==> src/rtl/irq_accept_pkg.sv <==
package irq_accept_pkg;
  function automatic logic [15:0] vec_of(input logic [15:0] base, input int unsigned idx);
    logic [15:0] off;
    off = 16'(idx << 1);
    return base - off;
  endfunction
endpackage

==> src/rtl/irq_pend_bank.sv <==
module irq_pend_bank #(
  parameter int N_SRC = 8
) (
  input  logic             clk_i,
  input  logic             rst_ni,
  input  logic [N_SRC-1:0] evt_i,
  input  logic [N_SRC-1:0] sw_clr_i,
  input  logic [N_SRC-1:0] ack_clr_i,
  output logic [N_SRC-1:0] pend_o
);
  for (genvar i = 0; i < N_SRC; i++) begin : g_flag
    logic flag_q;
    always_ff @(posedge clk_i or negedge rst_ni) begin
      if (!rst_ni)                        flag_q <= 1'b0;
      else if (evt_i[i])                  flag_q <= 1'b1; // new event beats clear
      else if (sw_clr_i[i] || ack_clr_i[i]) flag_q <= 1'b0;
    end
    assign pend_o[i] = flag_q;
  end
endmodule

==> src/rtl/irq_prio_arb.sv <==
module irq_prio_arb #(
  parameter int N_SRC = 8,
  localparam int IDX_W = (N_SRC > 1) ? $clog2(N_SRC) : 1
) (
  input  logic [N_SRC-1:0] req_i,
  output logic [N_SRC-1:0] gnt_o,
  output logic             any_o,
  output logic [IDX_W-1:0] idx_o
);
  logic [N_SRC:0] higher;
  assign higher[0] = 1'b0;
  for (genvar i = 0; i < N_SRC; i++) begin : g_chain
    assign gnt_o[i]    = req_i[i] & ~higher[i];
    assign higher[i+1] = higher[i] | req_i[i];
  end
  assign any_o = higher[N_SRC];

  always_comb begin
    idx_o = '0;
    for (int i = 0; i < N_SRC; i++) begin
      if (gnt_o[i]) idx_o = idx_o | IDX_W'(i);
    end
  end
endmodule

==> src/rtl/irq_vec_gen.sv <==
module irq_vec_gen #(
  parameter int          IDX_W    = 3,
  parameter int          VEC_W    = 16,
  parameter logic [15:0] VEC_BASE = 16'hFFFC
) (
  input  logic [IDX_W-1:0] idx_i,
  input  logic             valid_i,
  output logic [VEC_W-1:0] vec_o
);
  logic [15:0] raw;
  assign raw   = irq_accept_pkg::vec_of(VEC_BASE, int'(idx_i));
  assign vec_o = valid_i ? VEC_W'(raw) : '0;
endmodule

==> src/rtl/irq_accept_ctrl.sv <==
module irq_accept_ctrl #(
  parameter int          N_SRC    = 8,
  parameter int          VEC_W    = 16,
  parameter logic [15:0] VEC_BASE = 16'hFFFC,
  localparam int         IDX_W    = (N_SRC > 1) ? $clog2(N_SRC) : 1
) (
  input  logic             clk_i,
  input  logic             rst_ni,
  input  logic [N_SRC-1:0] evt_i,
  input  logic [N_SRC-1:0] en_i,
  input  logic             dis_flag_i,
  input  logic             accept_i,
  input  logic [N_SRC-1:0] sw_clr_i,
  output logic             take_o,
  output logic [IDX_W-1:0] win_idx_o,
  output logic [VEC_W-1:0] vec_addr_o,
  output logic [N_SRC-1:0] clr_o,
  output logic             set_dis_o
);
  logic [N_SRC-1:0] pend_q;
  logic [N_SRC-1:0] elig;
  logic [N_SRC-1:0] gnt;
  logic             any_elig;
  logic [IDX_W-1:0] arb_idx;

  irq_pend_bank #(.N_SRC(N_SRC)) u_pend (
    .clk_i     (clk_i),
    .rst_ni    (rst_ni),
    .evt_i     (evt_i),
    .sw_clr_i  (sw_clr_i),
    .ack_clr_i (clr_o),
    .pend_o    (pend_q)
  );

  assign elig = pend_q & en_i & {N_SRC{~dis_flag_i}};

  irq_prio_arb #(.N_SRC(N_SRC)) u_arb (
    .req_i (elig),
    .gnt_o (gnt),
    .any_o (any_elig),
    .idx_o (arb_idx)
  );

  assign take_o    = accept_i & any_elig;
  assign clr_o     = take_o ? gnt : '0;
  assign set_dis_o = take_o;
  assign win_idx_o = take_o ? arb_idx : '0;

  irq_vec_gen #(.IDX_W(IDX_W), .VEC_W(VEC_W), .VEC_BASE(VEC_BASE)) u_vec (
    .idx_i   (arb_idx),
    .valid_i (take_o),
    .vec_o   (vec_addr_o)
  );
endmodule

==> config.mk <==
export PLATFORM = sky130hd
export DESIGN_NAME = irq_accept_ctrl
export DESIGN_NICKNAME = d
export VERILOG_FILES = /design/src/rtl/irq_accept_pkg.sv /design/src/rtl/irq_pend_bank.sv /design/src/rtl/irq_prio_arb.sv /design/src/rtl/irq_vec_gen.sv /design/src/rtl/irq_accept_ctrl.sv
export SDC_FILE = /design/constraint.sdc
export NUM_CORES = 1
export LEC_CHECK = 0
export BUFFER_PORTS_ARGS = -buffer_cell sky130_fd_sc_hd__buf_2
export CAP_MARGIN = 20
export CORE_ASPECT_RATIO = 0.9
export CORE_MARGIN = 8
export CORE_UTILIZATION = 36
export CTS_CLUSTER_SIZE = 12
export DETAILED_ROUTE_END_ITERATION = 10
export GPL_TIMING_DRIVEN = 0
export MAX_ROUTING_LAYER = met4
export PLACE_DENSITY = 0.81
export SETUP_SLACK_MARGIN = 0.2
export SYNTH_ARGS = -nofsm -noshare
export SYNTH_HDL_FRONTEND = slang
export SYNTH_HIERARCHICAL = 1
export SYNTH_SLANG_ARGS = --single-unit
==> constraint.sdc <==
create_clock -name clk_i -period 2.5 [get_ports clk_i]
set_input_delay 0.375 -clock clk_i [delete_from_list [all_inputs] [get_ports clk_i]]
set_output_delay 0.375 -clock clk_i [all_outputs]
set_load 0.01 [all_outputs]
==> run metrics <==
number of nets in the layout=201; hold crit path type=input port to flip-flop; total detailed-routing wirelength=2.89 mm; placer congestion estimate=0.727; via/cell ratio=4.88; largest net degree at the start of global routing=12; largest registers ranked by flip-flop count=u_pend/g_flag.flag_q (8); Detail Route met2 WL=1.48 mm; Critical Path AT=2.34 ns; final cell area excluding filler cells=1510 um^2; max reg flops=8; cell area power density=370 nW/um^2; highest metal layer with signal wires=met4; residual DRC count=0; met1 routed wirelength after detailed routing=1.16 mm; count of input and output buffers=55; cell accounting for the most synthesized area=dfrtp_1; leakage power=0.000817 uW; max-cap check violation count=0; endpoint of the lowest-slack register-to-register path=u_pend/g_flag[3].flag_q$_DFFE_PN0P_; share of the cycle needed by the critical path after routing=108%; Starting DRT DRC Count=18; reg2reg start=u_pend/g_flag[1].flag_q$_DFFE_PN0P_; share of final-layout standard cells stronger than drive strength 1=68.8%; total vias in the final route=962; total cell area at the placement stage=1120 um^2; register containing the most flip-flops in the final layout=u_pend/g_flag.flag_q; Post-Syn Area=811 um^2; area of combinational cells with multiple inputs=494 um^2; run status=finished with violations; filler instances=175; worst hold stages=2; Final Hold Fails=0; peak fanout along the critical path=8; initial cell density of the core=37.5%; most frequently used flop master after synthesis=dfrtp_1; cells taking the most area after synthesis=dfrtp_1 (25%), buf_4 (21%), and3b_1 (8.6%); fraction of synthesis flops using an asynchronous set or reset pin=100%; number of antenna violations at the first check in global routing=0; RSZ-0062 raised after global routing=yes; syn nets=128; Detailed Place HPWL=1.94 mm; final worst setup slack=-0.210 ns; total core area=2160 um^2; CTS Buffer Depth=2; horizontal die dimension=66.0 um; post-detailed-route wirelength per cell=14.7 um; most used cells in the layout excluding fill and tap cells=buf_6 (32), buf_2 (31), buf_4 (26); flop-to-flop setup slack=0.29 ns; number of synthesis warnings=6; Root Buffer=clkbuf_4; footprint of the flip-flops and latches=200 um^2; area of the die=4030 um^2; FP Rows=16; critical setup path kind=flip-flop to output pin; overall power of the completed layout=557 uW; routed length on met3=236 um; final setup fails=28; most common cell after layout, fill and taps aside=buf_6; number of distinct library cells after synthesis=25; achievable clock frequency=0.369 GHz; number of optimization iterations in the first detailed-route pass=4; CTS HTree Levels=1; Final ANT Viol Nets=0; Setup crit end kind=output pin; number of synthesized register bits=8; clock latency on the worst-skew pair=0.25 ns; register area share after synthesis=24.7%; violations in the final reports=setup timing; area added between synthesis and finish=85.8%; timing endpoint of the critical path=vec_addr_o[4]; number of cells on the worst reg-to-reg path=10; Total GRT Usage=14.5%; number of global-route vias before repair=1027; element type at the critical path start=flip-flop; Critical Path RT=2.12 ns; total grt overflow=0; number of top-level pins=57; worst setup path startpoint=u_pend/g_flag[1].flag_q$_DFFE_PN0P_; post-layout min period=2.71 ns; total count of max-transition violations in the final report=0; Die Ht=61.0 um; total clock buffers created by CTS=3; setup skew after layout=0.00584 ns; first-pass GRT wire length=4.49 mm; Max VDD drop=0.332 mV; antenna diode count=0; average instance area after synthesis=8.19 um^2; CTS clock-pin slew for the worst setup and hold paths=0.06 ns; top-area cell type share of the netlist area=24.7%; instance count of the mapped netlist=99; TritonCTS clock tree=built; count of flip-flops with a built-in enable after synthesis=0; clock sinks=8
[critical path, stage by stage, from the launching register on]
cell and delay (ns):
dfrtp_1 0.39, buf_4 0.13, and3b_2 0.20, or4_4 0.54, nor3_4 0.16, nand2_2 0.08
buf_6 0.13, and2_4 0.18, inv_2 0.07, a31oi_1 0.04, buf_2 0.16
[per-stage QoR]
step | setup WS, ns | setup TNS, ns | util [%] | hold slack [ns] | std cells
after global placement | -0.0772 | -1.03 | 51.9 | 0.224 | 181
after detailed placement | -0.115 | -1.65 | 51.9 | 0.232 | 181
after CTS | -0.255 | -5.52 | 66.1 | 0.287 | 191
after floorplan | 0.162 | 0 | - | 0.0794 | 99
final | -0.210 | -4.66 | 69.7 | 0.298 | 197
after global routing | -0.301 | -6.77 | 69.7 | 0.301 | 197
[cell usage after synthesis (all sizes together) (2+ instances only)]
cell,number
buf,24
nor2,15
and3,11
a21o,9
and3b,8
dfrtp,8
inv,4
and2,3
nor3b,3
a211oi,2
o21ai,2
[per-layer routing]
metal | global-route usage (%) | vias up
met2 | 27.6 | 52
met1 | 14.1 | 443
li1 | - | 463
met4 | 7.29 | 0
met3 | 2.36 | 4
met5 | - | -
[cell families after synthesis]
group / share of synthesized area [%]
compound gates: 12.8
xor+xnor: 1.08
fa+ha+maj: 1.54
buf+inv: 24.5
flops: 24.7
other cells: 0.463
simple gates: 34.9
[how the worst min path moves through the flow]
| stage | start | slack (ns) | to |
|---|---|---|---|
| after CTS | evt_i[2] | 0.29 | u_pend/g_flag[2].flag_q$_DFFE_PN0P_ |
| final | evt_i[2] | 0.30 | u_pend/g_flag[2].flag_q$_DFFE_PN0P_ |
| after global routing | evt_i[6] | 0.30 | u_pend/g_flag[6].flag_q$_DFFE_PN0P_ |
| after global placement | rst_ni | 0.22 | u_pend/g_flag[2].flag_q$_DFFE_PN0P_ |
| after detailed placement | rst_ni | 0.23 | u_pend/g_flag[3].flag_q$_DFFE_PN0P_ |
| after floorplan | rst_ni | 0.08 | u_pend/g_flag[0].flag_q$_DFFE_PN0P_ |
[what timing repair did]
| action | CTS | global route |
|---|---|---|
| hold buffers | 1 | 0 |
| pin swaps | 6 | 3 |
| endpoints found under the hold margin | 8 | 0 |
| cloned | 1 | 0 |
| resized for setup | 42 | 7 |
| buffers inserted | 5 | 6 |
| setup endpoints to repair | 28 | 35 |
[area by class of cell]
type / count / area share [%]
multi-input cells: 64 / 32.8
repair buffers: 67 / 35.2
well taps: 27 / 2.24
clock buffers: 3 / 1.50
plain buffers: 24 / 14.0
inverters: 4 / 0.997
flip-flops and latches: 8 / 13.3
[where the power goes]
part,internal (uW),switching (uW)
Clock,54.8,41.7
Combinational,187,129
Sequential,139,5.69
Total,381,176
No activity file was read; power rests on OpenSTA's default activity.
